`src/rtl/vst_pkg.sv`:
```
package vst_pkg;
  typedef enum logic [0:0] {ST_IDLE, ST_RUN} vst_state_t;
  localparam logic [15:0] LFSR_SEED = 16'hACE1;
  localparam logic [31:0] CRC_POLY  = 32'h04C11DB7;
  localparam logic [31:0] CRC_INIT  = 32'hFFFFFFFF;
endpackage

```
`src/rtl/vst_pattern_gen.sv`:
```
module vst_pattern_gen #(
  parameter int H_PIX   = 1920,
  parameter int V_LIN   = 608,
  parameter int PIX_W   = 8,
  parameter int NOISE_W = 4,
  parameter int X_W     = $clog2(H_PIX),
  parameter int Y_W     = $clog2(V_LIN)
) (
  input  logic             clk,
  input  logic             rst,
  input  logic             init,
  output logic             o_valid,
  output logic             o_sof,
  output logic             o_eol,
  output logic [PIX_W-1:0] o_data
);
  import vst_pkg::*;

  localparam logic [X_W-1:0] X_LAST = X_W'(H_PIX - 1);
  localparam logic [Y_W-1:0] Y_LAST = Y_W'(V_LIN - 1);

  logic           active;
  logic [X_W-1:0] col;
  logic [Y_W-1:0] row;
  logic           frm;
  logic [15:0]    lfsr;
  logic           fb;
  logic           at_eol, at_eof;

  assign fb     = lfsr[15] ^ lfsr[13] ^ lfsr[12] ^ lfsr[10];
  assign at_eol = (col == X_LAST);
  assign at_eof = at_eol && (row == Y_LAST);

  always_ff @(posedge clk) begin
    if (rst) begin
      active  <= 1'b0;
      col     <= '0;
      row     <= '0;
      frm     <= 1'b0;
      lfsr    <= LFSR_SEED;
      o_valid <= 1'b0;
      o_sof   <= 1'b0;
      o_eol   <= 1'b0;
      o_data  <= '0;
    end else if (init) begin
      active  <= 1'b1;
      col     <= '0;
      row     <= '0;
      frm     <= 1'b0;
      lfsr    <= LFSR_SEED;
      o_valid <= 1'b0;
      o_sof   <= 1'b0;
      o_eol   <= 1'b0;
    end else if (active) begin
      o_valid <= 1'b1;
      o_sof   <= (col == '0) && (row == '0);
      o_eol   <= at_eol;
      o_data  <= PIX_W'(col) + PIX_W'(lfsr[NOISE_W-1:0]);
      lfsr    <= {lfsr[14:0], fb};
      if (at_eol) begin
        col <= '0;
        if (at_eof) begin
          row <= '0;
          frm <= 1'b1;
          if (frm) active <= 1'b0;
        end else begin
          row <= row + 1'b1;
        end
      end else begin
        col <= col + 1'b1;
      end
    end else begin
      o_valid <= 1'b0;
      o_sof   <= 1'b0;
      o_eol   <= 1'b0;
    end
  end

  a_r2_eol_needs_valid: assert property (@(posedge clk) disable iff (rst)
    o_eol |-> o_valid);
  a_r2_sof_needs_valid: assert property (@(posedge clk) disable iff (rst)
    o_sof |-> o_valid);
endmodule

```
`src/rtl/vst_crc_win.sv`:
```
module vst_crc_win #(
  parameter int H_PIX = 1920,
  parameter int V_LIN = 608,
  parameter int PIX_W = 8,
  parameter int X_W   = $clog2(H_PIX),
  parameter int Y_W   = $clog2(V_LIN)
) (
  input  logic             clk,
  input  logic             rst,
  input  logic             init,
  input  logic [X_W-1:0]   x0,
  input  logic [X_W-1:0]   x1,
  input  logic [Y_W-1:0]   y0,
  input  logic [Y_W-1:0]   y1,
  input  logic             i_valid,
  input  logic             i_sof,
  input  logic             i_eol,
  input  logic [PIX_W-1:0] i_data,
  output logic [31:0]      crc,
  output logic             fin
);
  import vst_pkg::*;

  localparam logic [Y_W-1:0] Y_LAST = Y_W'(V_LIN - 1);

  logic [X_W-1:0] col;
  logic [Y_W-1:0] row;
  logic           frm;
  logic [X_W-1:0] pos_x;
  logic [Y_W-1:0] pos_y;
  logic           in_win;

  function automatic logic [31:0] crc_step(input logic [31:0] c_in,
                                           input logic [PIX_W-1:0] d);
    logic [31:0] c;
    logic        f;
    c = c_in;
    for (int i = PIX_W - 1; i >= 0; i--) begin
      f = c[31] ^ d[i];
      c = {c[30:0], 1'b0};
      if (f) c = c ^ CRC_POLY;
    end
    return c;
  endfunction

  assign pos_x  = i_sof ? '0 : col;
  assign pos_y  = i_sof ? '0 : row;
  assign in_win = (pos_x >= x0) && (pos_x <= x1) && (pos_y >= y0) && (pos_y <= y1);

  always_ff @(posedge clk) begin
    if (rst || init) begin
      col <= '0;
      row <= '0;
      frm <= 1'b0;
      crc <= CRC_INIT;
      fin <= 1'b0;
    end else begin
      fin <= 1'b0;
      if (i_valid) begin
        if (in_win) crc <= crc_step(crc, i_data);
        if (i_eol) begin
          col <= '0;
          if (pos_y == Y_LAST) begin
            row <= '0;
            frm <= 1'b1;
            if (frm) fin <= 1'b1;
          end else begin
            row <= pos_y + 1'b1;
          end
        end else begin
          col <= pos_x + 1'b1;
        end
      end
    end
  end

  a_r4_crc_only_in_window: assert property (@(posedge clk) disable iff (rst)
    (!init && !(i_valid && in_win)) |=> $stable(crc));
  a_r5_fin_single: assert property (@(posedge clk) disable iff (rst)
    fin |=> !fin);
endmodule

```
`src/rtl/vst_bist.sv`:
```
module vst_bist #(
  parameter int H_PIX   = 1920,
  parameter int V_LIN   = 608,
  parameter int PIX_W   = 8,
  parameter int NOISE_W = 4,
  parameter int X_W     = $clog2(H_PIX),
  parameter int Y_W     = $clog2(V_LIN)
) (
  input  logic             clk,
  input  logic             rst,
  input  logic             auto_arm,
  input  logic             standby,
  input  logic             start,
  input  logic             display_req,
  input  logic [X_W-1:0]   win_x0,
  input  logic [X_W-1:0]   win_x1,
  input  logic [Y_W-1:0]   win_y0,
  input  logic [Y_W-1:0]   win_y1,
  input  logic [31:0]      exp_crc,
  output logic             busy,
  output logic             done,
  output logic             pass,
  output logic             fail_lock,
  output logic             err_log,
  output logic             cmd_rej,
  output logic             display_grant,
  output logic             gen_valid,
  output logic             gen_sof,
  output logic             gen_eol,
  output logic [PIX_W-1:0] gen_data,
  input  logic             ret_valid,
  input  logic             ret_sof,
  input  logic             ret_eol,
  input  logic [PIX_W-1:0] ret_data
);
  import vst_pkg::*;

  vst_state_t     st;
  logic           pend;
  logic           init;
  logic           go_auto, go_cmd, go;
  logic [X_W-1:0] x0_q, x1_q;
  logic [Y_W-1:0] y0_q, y1_q;
  logic [31:0]    exp_q;
  logic [31:0]    crc_val;
  logic           crc_fin;
  logic           match;

  assign go_auto = (st == ST_IDLE) && pend && auto_arm;
  assign go_cmd  = (st == ST_IDLE) && start && standby && !go_auto;
  assign go      = go_auto || go_cmd;
  assign match   = (crc_val == exp_q);

  always_ff @(posedge clk) begin
    if (rst) begin
      st            <= ST_IDLE;
      pend          <= 1'b1;
      init          <= 1'b0;
      busy          <= 1'b0;
      done          <= 1'b0;
      pass          <= 1'b0;
      fail_lock     <= 1'b0;
      err_log       <= 1'b0;
      cmd_rej       <= 1'b0;
      display_grant <= 1'b0;
      x0_q          <= '0;
      x1_q          <= '0;
      y0_q          <= '0;
      y1_q          <= '0;
      exp_q         <= '0;
    end else begin
      init          <= 1'b0;
      done          <= 1'b0;
      err_log       <= 1'b0;
      display_grant <= display_req && !fail_lock && !busy;
      if (st == ST_IDLE) pend <= 1'b0;
      if (start && !go_cmd && !go_auto) cmd_rej <= 1'b1;
      case (st)
        ST_IDLE: if (go) begin
          st        <= ST_RUN;
          init      <= 1'b1;
          busy      <= 1'b1;
          pass      <= 1'b0;
          fail_lock <= 1'b0;
          cmd_rej   <= 1'b0;
          x0_q      <= win_x0;
          x1_q      <= win_x1;
          y0_q      <= win_y0;
          y1_q      <= win_y1;
          exp_q     <= exp_crc;
        end
        ST_RUN: if (crc_fin) begin
          st        <= ST_IDLE;
          busy      <= 1'b0;
          done      <= 1'b1;
          pass      <= match;
          fail_lock <= !match;
          err_log   <= !match;
        end
        default: st <= ST_IDLE;
      endcase
    end
  end

  vst_pattern_gen #(
    .H_PIX(H_PIX), .V_LIN(V_LIN), .PIX_W(PIX_W), .NOISE_W(NOISE_W),
    .X_W(X_W), .Y_W(Y_W)
  ) u_gen (
    .clk(clk), .rst(rst), .init(init),
    .o_valid(gen_valid), .o_sof(gen_sof), .o_eol(gen_eol), .o_data(gen_data)
  );

  vst_crc_win #(
    .H_PIX(H_PIX), .V_LIN(V_LIN), .PIX_W(PIX_W), .X_W(X_W), .Y_W(Y_W)
  ) u_crc (
    .clk(clk), .rst(rst), .init(init),
    .x0(x0_q), .x1(x1_q), .y0(y0_q), .y1(y1_q),
    .i_valid(ret_valid), .i_sof(ret_sof), .i_eol(ret_eol), .i_data(ret_data),
    .crc(crc_val), .fin(crc_fin)
  );

  a_r5_done_single: assert property (@(posedge clk) disable iff (rst)
    done |=> !done);
  a_r5_done_not_busy: assert property (@(posedge clk) disable iff (rst)
    done |-> !busy);
  a_r6_err_with_lock: assert property (@(posedge clk) disable iff (rst)
    err_log |-> (fail_lock && done));
  a_r7_no_display_on_fail: assert property (@(posedge clk) disable iff (rst)
    fail_lock |=> !display_grant);
  a_r8_reject_outside_standby: assert property (@(posedge clk) disable iff (rst)
    (start && !standby && !go_auto) |=> cmd_rej);
endmodule

```
`config.mk`:
```
export PLATFORM = sky130hd
export DESIGN_NAME = vst_bist
export DESIGN_NICKNAME = d
export VERILOG_FILES = /design/src/rtl/vst_pkg.sv /design/src/rtl/vst_pattern_gen.sv /design/src/rtl/vst_crc_win.sv /design/src/rtl/vst_bist.sv
export SDC_FILE = /design/constraint.sdc
export NUM_CORES = 1
export LEC_CHECK = 0
export BUFFER_PORTS_ARGS = -buffer_cell sky130_fd_sc_hd__buf_2
export CAP_MARGIN = 10
export CORE_AREA = 2 2 172 174
export DETAILED_ROUTE_END_ITERATION = 8
export DIE_AREA = 0 0 174 176
export HOLD_SLACK_MARGIN = 0.15
export PLACE_DENSITY = 0.5
export SKIP_LAST_GASP = 1
export SYNTH_ARGS = -nofsm -noshare
export SYNTH_HDL_FRONTEND = slang
export SYNTH_SLANG_ARGS = --single-unit
```
`constraint.sdc`:
```
create_clock -name clk -period 3.05 [get_ports clk]
set_input_delay 0.305 -clock clk [delete_from_list [all_inputs] [get_ports clk]]
set_output_delay 0.305 -clock clk [all_outputs]
set_load 0.03 [all_outputs]
```
==> results of run 1 <==
-- stage by stage --
stage | std cells | worst slack, ps | power, uW
4_1_cts | 1734 | 381 | 6460
6_report | 1734 | 401 | 6390
3_3_place_gp | 1629 | 53.9 | 3980
3_5_place_dp | 1629 | 25.2 | 3990
5_1_grt | 1734 | 93.5 | 6710
2_1_floorplan | 1172 | 128 | 3620
-- power by group through the flow --
stage / registers, uW / logic [uW] / clock network (uW)
after floorplan: 2730 / 891 / 0
after global placement: 2740 / 1240 / 0
after detailed placement: 2740 / 1240 / 0
after CTS: 2690 / 1320 / 2450
after global routing: 2700 / 1440 / 2560
final: 2690 / 1310 / 2400
-- flip-flops by register name, indices dropped and copies added, names as in the netlist, 8 cells and up --
| name | count |
|---|---|
| x1_q | 11 |
| u_crc.crc | 32 |
| u_gen.row | 10 |
| u_crc.col | 11 |
| y1_q | 10 |
| exp_q | 32 |
| y0_q | 10 |
| x0_q | 11 |
| u_gen.lfsr | 16 |
| u_gen.o_data | 8 |
| u_gen.col | 11 |
| u_crc.row | 10 |
-- worst paths after layout --
path           startpoint             to  slack (ps)  cells past startpoint
max          u_crc.row[7]  u_crc.crc[19]         400                      8
min reg2reg     u_crc.frm      u_crc.fin         450                      2
min             win_x0[9]        x0_q[9]         160                      3
max reg2reg  u_crc.row[7]  u_crc.crc[19]         400                      8
-- cells in the mapped netlist (3+ instances only) --
library cell,count
mux2i_1,16
nor3_1,12
nand3_1,23
xor2_1,30
a21oi_1,113
nor3b_1,3
o22ai_1,3
and2_1,4
o211ai_2,16
xnor2_2,7
nor4_1,6
nand4_1,21
nor2b_1,32
a21o_1,6
clkbuf_1,40
buf_2,5
a31oi_1,8
o21a_1,4
inv_1,57
dfxtp_1,189
or2_2,3
buf_1,8
o2111ai_1,3
nand2b_1,13
o21ai_0,51
a211oi_1,11
or3_1,4
buf_6,3
xnor2_1,92
o211ai_1,5
nor2_1,73
nand2_1,199
a22oi_1,8
ha_1,48
and3_1,10
-- logic make-up after synthesis --
kind of cell | synth area share (%)
multiplexers | 1.73
AO/OA/AOI/OAI | 15.9
AND/OR/NAND/NOR | 19.7
adder cells (fa/ha/maj) | 6.49
buffers and inverters | 4.98
flip-flops | 38.3
XOR/XNOR | 13.0
-- critical path, stage by stage, from the launching register on --
cell	delay, ps
dfxtp_1	450
nor2b_1	240
ha_1	290
a22oi_1	190
o2111ai_1	130
o21ai_1	270
o311a_1	530
nand2_8	220
o211ai_1	230
-- placed cells by master (no fill, tap or decap), types with 21 or more instances in the layout --
cell           Yosys  layout
a21oi_1          113     113
buf_2              5     107
buf_4              2      23
dfxtp_1          189     189
dlygate4sd3_1      0      74
ha_1              48      48
inv_1             57      57
nand2_1          199     199
nand3_1           23      23
nand4_1           21      21
nor2_1            73      72
nor2b_1           32      31
o21ai_0           51      51
xnor2_1           92      92
xor2_1            30      30
-- layer usage --
| metal | GRT usage, % | wire, microns |
|---|---|---|
| met5 | 0 | 0 |
| met4 | 5.36 | 385 |
| met3 | 2.35 | 827 |
| met2 | 27.0 | 11600 |
| met1 | 24.0 | 12900 |
-- layout make-up --
type | count | share of cell area (%)
repair buffers | 208 | 12.5
flip-flops and latches | 189 | 30.9
clock buffers | 18 | 3.50
well taps | 384 | 3.92
inverters | 57 | 1.75
clock inverters | 13 | 1.53
multi-input cells | 865 | 46.0
==> impl_metrics.yaml, run 1 <==
sta:
  max_freq_mhz: 377
  holdWs_ps: 160
  finalSetupViolations: 0
  hold_viol: 0
  final_max_slew_viol_count: 0
  skew_ps: 14.1
  period_needed_ps: 2650
  slew_headroom_pct: 53.5
  fin_crit_sh_pct: 86.9
  tightest_slew_ps: 691
  finalSetupTns_ps: 0
  grt_setup_unrepaired: "no"
clocking:
  cts-root-buf: "clkbuf_16"
  cts.sinks: 189
  post-cts-setup-buffer-count: 0
  cts_buffers: 17
  path_clk_slew_ps: 70
  holdBufCountCts: 74
  cts_tree: "yes"
  clkLatencyLatePin_ps: 440
  cts_max_level: 4
  cts.path.max_buffers: 2
  cts-resized-gates: 0
setup_path:
  crit_path_start_kind: "flop"
  critPathRequiredTime_ps: 3400
  crit_path_end_kind: "flop"
  crit_type: "flop to flop"
  cp_max_fo: 24
  arrival_ps: 3000
floorplan:
  ios: 109
  die_area_sq_um: 30600
  die_x_microns: 174
  coreArea_sq_um: 28500
  die_h_microns: 176
  rows: 62
  start_util_pct: 34.6
synth:
  synth-seq-area-share_pct: 38.3
  synthArstFlopShare_pct: 0
  yosysTopAreaCell: "dfxtp_1"
  synth_cells: 1172
  synthFlopType: "dfxtp_1"
  synth-seq-cells: 189
  synth.net_count: 1312
  synth_cell_types: 74
  syn_area_sq_um: 9890
  ys_warn_count: 0
  syn_area_per_cell_sq_um: 8.44
  synth_area_leaders: "dfxtp_1, xnor2_1, nand2_1"
  synth_edf_count: 0
  synth_top_area_share_pct: 38.3
cells_and_area:
  regArea_sq_um: 3780
  fin_area_sq_um: 12300
  fill_cells: 2943
  syn2layout_area_growth_pct: 23.9
  n_antenna_cell: 0
  final_nets: 1478
  final_util_pct: 42.9
  drive_gt1_share_pct: 15.6
  multiInputGateArea_sq_um: 5630
detailed_routing:
  wirelength_microns: 25700
  drcViolationCount: 0
  drtAntennaViolNets: 0
  viasPerCell: 4.83
  routedWlPerCell_microns: 14.8
  firstDrtPassIters: 5
  num_vias: 8371
  drtIter0Drc: 438
worst_hold_path:
  hold_class: "input port to flop"
power:
  pwr-share-seq_pct: 42.0
  p_per_area_nw_per_um2: 522
  netSwitchingFraction_pct: 28.8
  switchingPower_uw: 1840
  combPwrFrac_pct: 20.4
  vdd_drop_max_v: 0.000370
  p_leak_uw: 0.00472
  p_clk_share_pct: 37.5
  internal-power_uw: 4550
placement:
  io_buffers: 108
  gp_congestion: 0.813
  place_area_sq_um: 10900
  hpwlAfterDp_microns: 18500
global_route:
  antenna_found_initial: 0
  grt_max_degree: 58
  grt_usage_pct: 17.0
  grt_pass1_vias: 8049
  globalRouteOverflowTotal: 0
  grt_pass1_wl_microns: 41900
status:
  status: "finished clean"
run:
  drv_cap: 0
Note: power is estimated with default switching activity, not from simulation.
==> run 2, diff against run 1 <==
- CORE_AREA: 2 2 172 174 -> 4 4 174 176
- DIE_AREA: 0 0 174 176 -> 0 0 178 180
==> run 2 against run 1 <==
Total power down 2.0%. Sequential power about the same. Wire length up 1.6%. Maximum frequency down 0.22%. First-iteration DRC count down 17%. Clock power down 6%. Critical endpoint is now u_crc.crc[18]. Largest cell class unchanged. Highest routed layer unchanged.
==> impl_metrics.yaml, run 2 (synthesis results as in run 1) <==
setup_path:
  arrival_ps: 3030
  cpPeakStageDelay_ps: 540
  cp_max_fo: 24
  crit_path_end_kind: "flop"
  rrSetupSlack_ps: 390
  cp_top_family: "compound AO/OA/AOI/OAI gates"
  cp_slowest_cell: "o311a_1"
  worstPathCellList: "nor2b_1 > ha_1 > a22oi_1 > o2111ai_1 > o21ai_1 > o311a_1 > nand2_8 > o211ai_1"
  r2r-start: "u_crc.row[7]"
  r2r_end: "u_crc.crc[18]"
  crit_type: "flop to flop"
  critPathRequiredTime_ps: 3420
  crit_path_start_kind: "flop"
  worst_r2r_path_depth: 8
  cp_num_buf_inv: 0
global_route:
  grt_pass1_wl_microns: 43500
  globalRouteOverflowTotal: 0
  busiest_layer: "met2"
  antenna_found_initial: 0
  grt_pass1_vias: 8323
  grtUsageMet3_pct: 2.48
  grt_use_met2_pct: 26.7
  grt_max_degree: 65
  grt_usage_pct: 16.7
  met1_usage_pct: 23.3
placement:
  io_buffers: 108
  hpwlAfterDp_microns: 19000
  gp_congestion: 0.839
power:
  p_per_area_nw_per_um2: 510
  netSwitchingFraction_pct: 31.4
  p_leak_uw: 0.00473
  p_clk_share_pct: 36.1
  vdd_drop_max_v: 0.000407
  combPwrFrac_pct: 21.0
  pwr-share-seq_pct: 42.9
  internal-power_uw: 4290
  switchingPower_uw: 1970
floorplan:
  die_area_sq_um: 32000
  die_x_microns: 178
  ios: 109
  coreArea_sq_um: 28600
  rows: 62
  start_util_pct: 34.6
  die_h_microns: 180
clocking:
  cts_buffers: 17
  clkLatencyLatePin_ps: 450
  cts_tree: "yes"
  cts.sinks: 189
  path_clk_slew_ps: 80
  cts-root-buf: "clkbuf_16"
  cts-resized-gates: 0
  cts_max_level: 4
  cts.path.max_buffers: 2
worst_hold_path:
  hold_path_depth: 3
  hold_class: "input port to flop"
  hp-start: "exp_crc[0]"
  hold_end: "exp_q[0]"
cells_and_area:
  final_common_cell: "nand2_1"
  top_regs: "exp_q (32), u_crc.crc (32), u_gen.lfsr (16)"
  multiInputGateArea_sq_um: 5630
  final_cell_mix: "nand2_1, dfxtp_1, a21oi_1, buf_2, xnor2_1"
  fill_cells: 2900
  regArea_sq_um: 3780
  final_nets: 1484
  final_util_pct: 42.9
  drive_gt1_share_pct: 16.0
  n_antenna_cell: 0
  syn2layout_area_growth_pct: 24.1
sta:
  fin_crit_sh_pct: 87.0
  grt_setup_unrepaired: "no"
  finalSetupViolations: 0
  slew_headroom_pct: 48.5
  hold_viol: 0
  tightest_slew_ps: 766
  skew_ps: 18.1
  finalSetupTns_ps: 0
  max_freq_mhz: 377
  period_needed_ps: 2660
  final_max_slew_viol_count: 0
detailed_routing:
  drcViolationCount: 0
  drtIter0Drc: 363
  firstDrtPassIters: 5
  num_vias: 8249
  wirelength_microns: 26100
  routedWlPerCell_microns: 15.0
  viasPerCell: 4.74
  drtAntennaViolNets: 0
run:
  drv_cap: 0
status:
  status: "finished clean"
[run 2: cell count changes in the layout (fill, tap and decap cells not counted)]
cell,before,now
buf_4,23,29
inv_12,0,1
inv_8,0,3
clkinv_8,0,4
dlygate4sd3_1,74,75
buf_12,4,3
bufinv_16,4,0
clkinv_2,3,0
[run 2: how the worst max path moves through the flow]
| stage | start | end | slack [ps] | cells past startpoint |
|---|---|---|---|---|
| floorplan | ret_sof | u_crc.crc[13] | 130 | 12 |
| global placement | ret_sof | u_crc.crc[18] | 80 | 10 |
| detailed placement | ret_sof | u_crc.crc[19] | 40 | 10 |
| CTS | u_crc.row[7] | u_crc.crc[18] | 390 | 8 |
| global route | u_crc.row[7] | u_crc.crc[18] | 200 | 8 |
| finish | u_crc.row[7] | u_crc.crc[18] | 390 | 8 |
[run 2: power by group through the flow]
stage	registers [uW]	logic, uW	clock network (uW)
3_3_place_gp	2740	1250	0
3_5_place_dp	2750	1250	0
6_report	2690	1320	2260
2_1_floorplan	2730	891	0
5_1_grt	2700	1460	2430
4_1_cts	2690	1330	2340
[run 2: cell type report]
class                           count  share of cell area [%]
Multi-Input combinational cell    865                    45.9
Sequential cell                   189                    30.8
Timing Repair Buffer              214                    12.7
Tap cell                          384                    3.92
Clock buffer                       18                    3.50
Inverter                           57                    1.74
Clock inverter                     14                    1.37
[run 2: routing by layer]
layer	vias to the layer above	share of wire [%]
li1	4311	-
met4	0	1.3
met2	113	45
met3	23	3.3
met5	-	0
met1	3802	50
[run 2: worst register-to-register path: cells and delay by family (launching register included)]
family	cells	cell delay (ps)
AO/OA/AOI/OAI	5	1360
adder cells (fa/ha/maj)	1	290
flip-flops	1	440
AND/OR/NAND/NOR	2	480
[run 2: metrics by stage]
step	instance area (sq um)	hold slack (ps)	instances	setup slack [ps]	total power, uW
4_1_cts	12300	151	1741	386	6360
3_3_place_gp	10900	436	1634	75.7	3990
6_report	12300	166	1741	395	6260
5_1_grt	12300	160	1741	199	6600
3_5_place_dp	10900	449	1634	37.9	3990
2_1_floorplan	9890	414	1172	128	3620
[run 2: repair_timing]
action | 4_1_cts | 5_1_grt
hold buffers | 75 | 0
buffers inserted | 0 | 0
hold endpoints to repair | 75 | 0
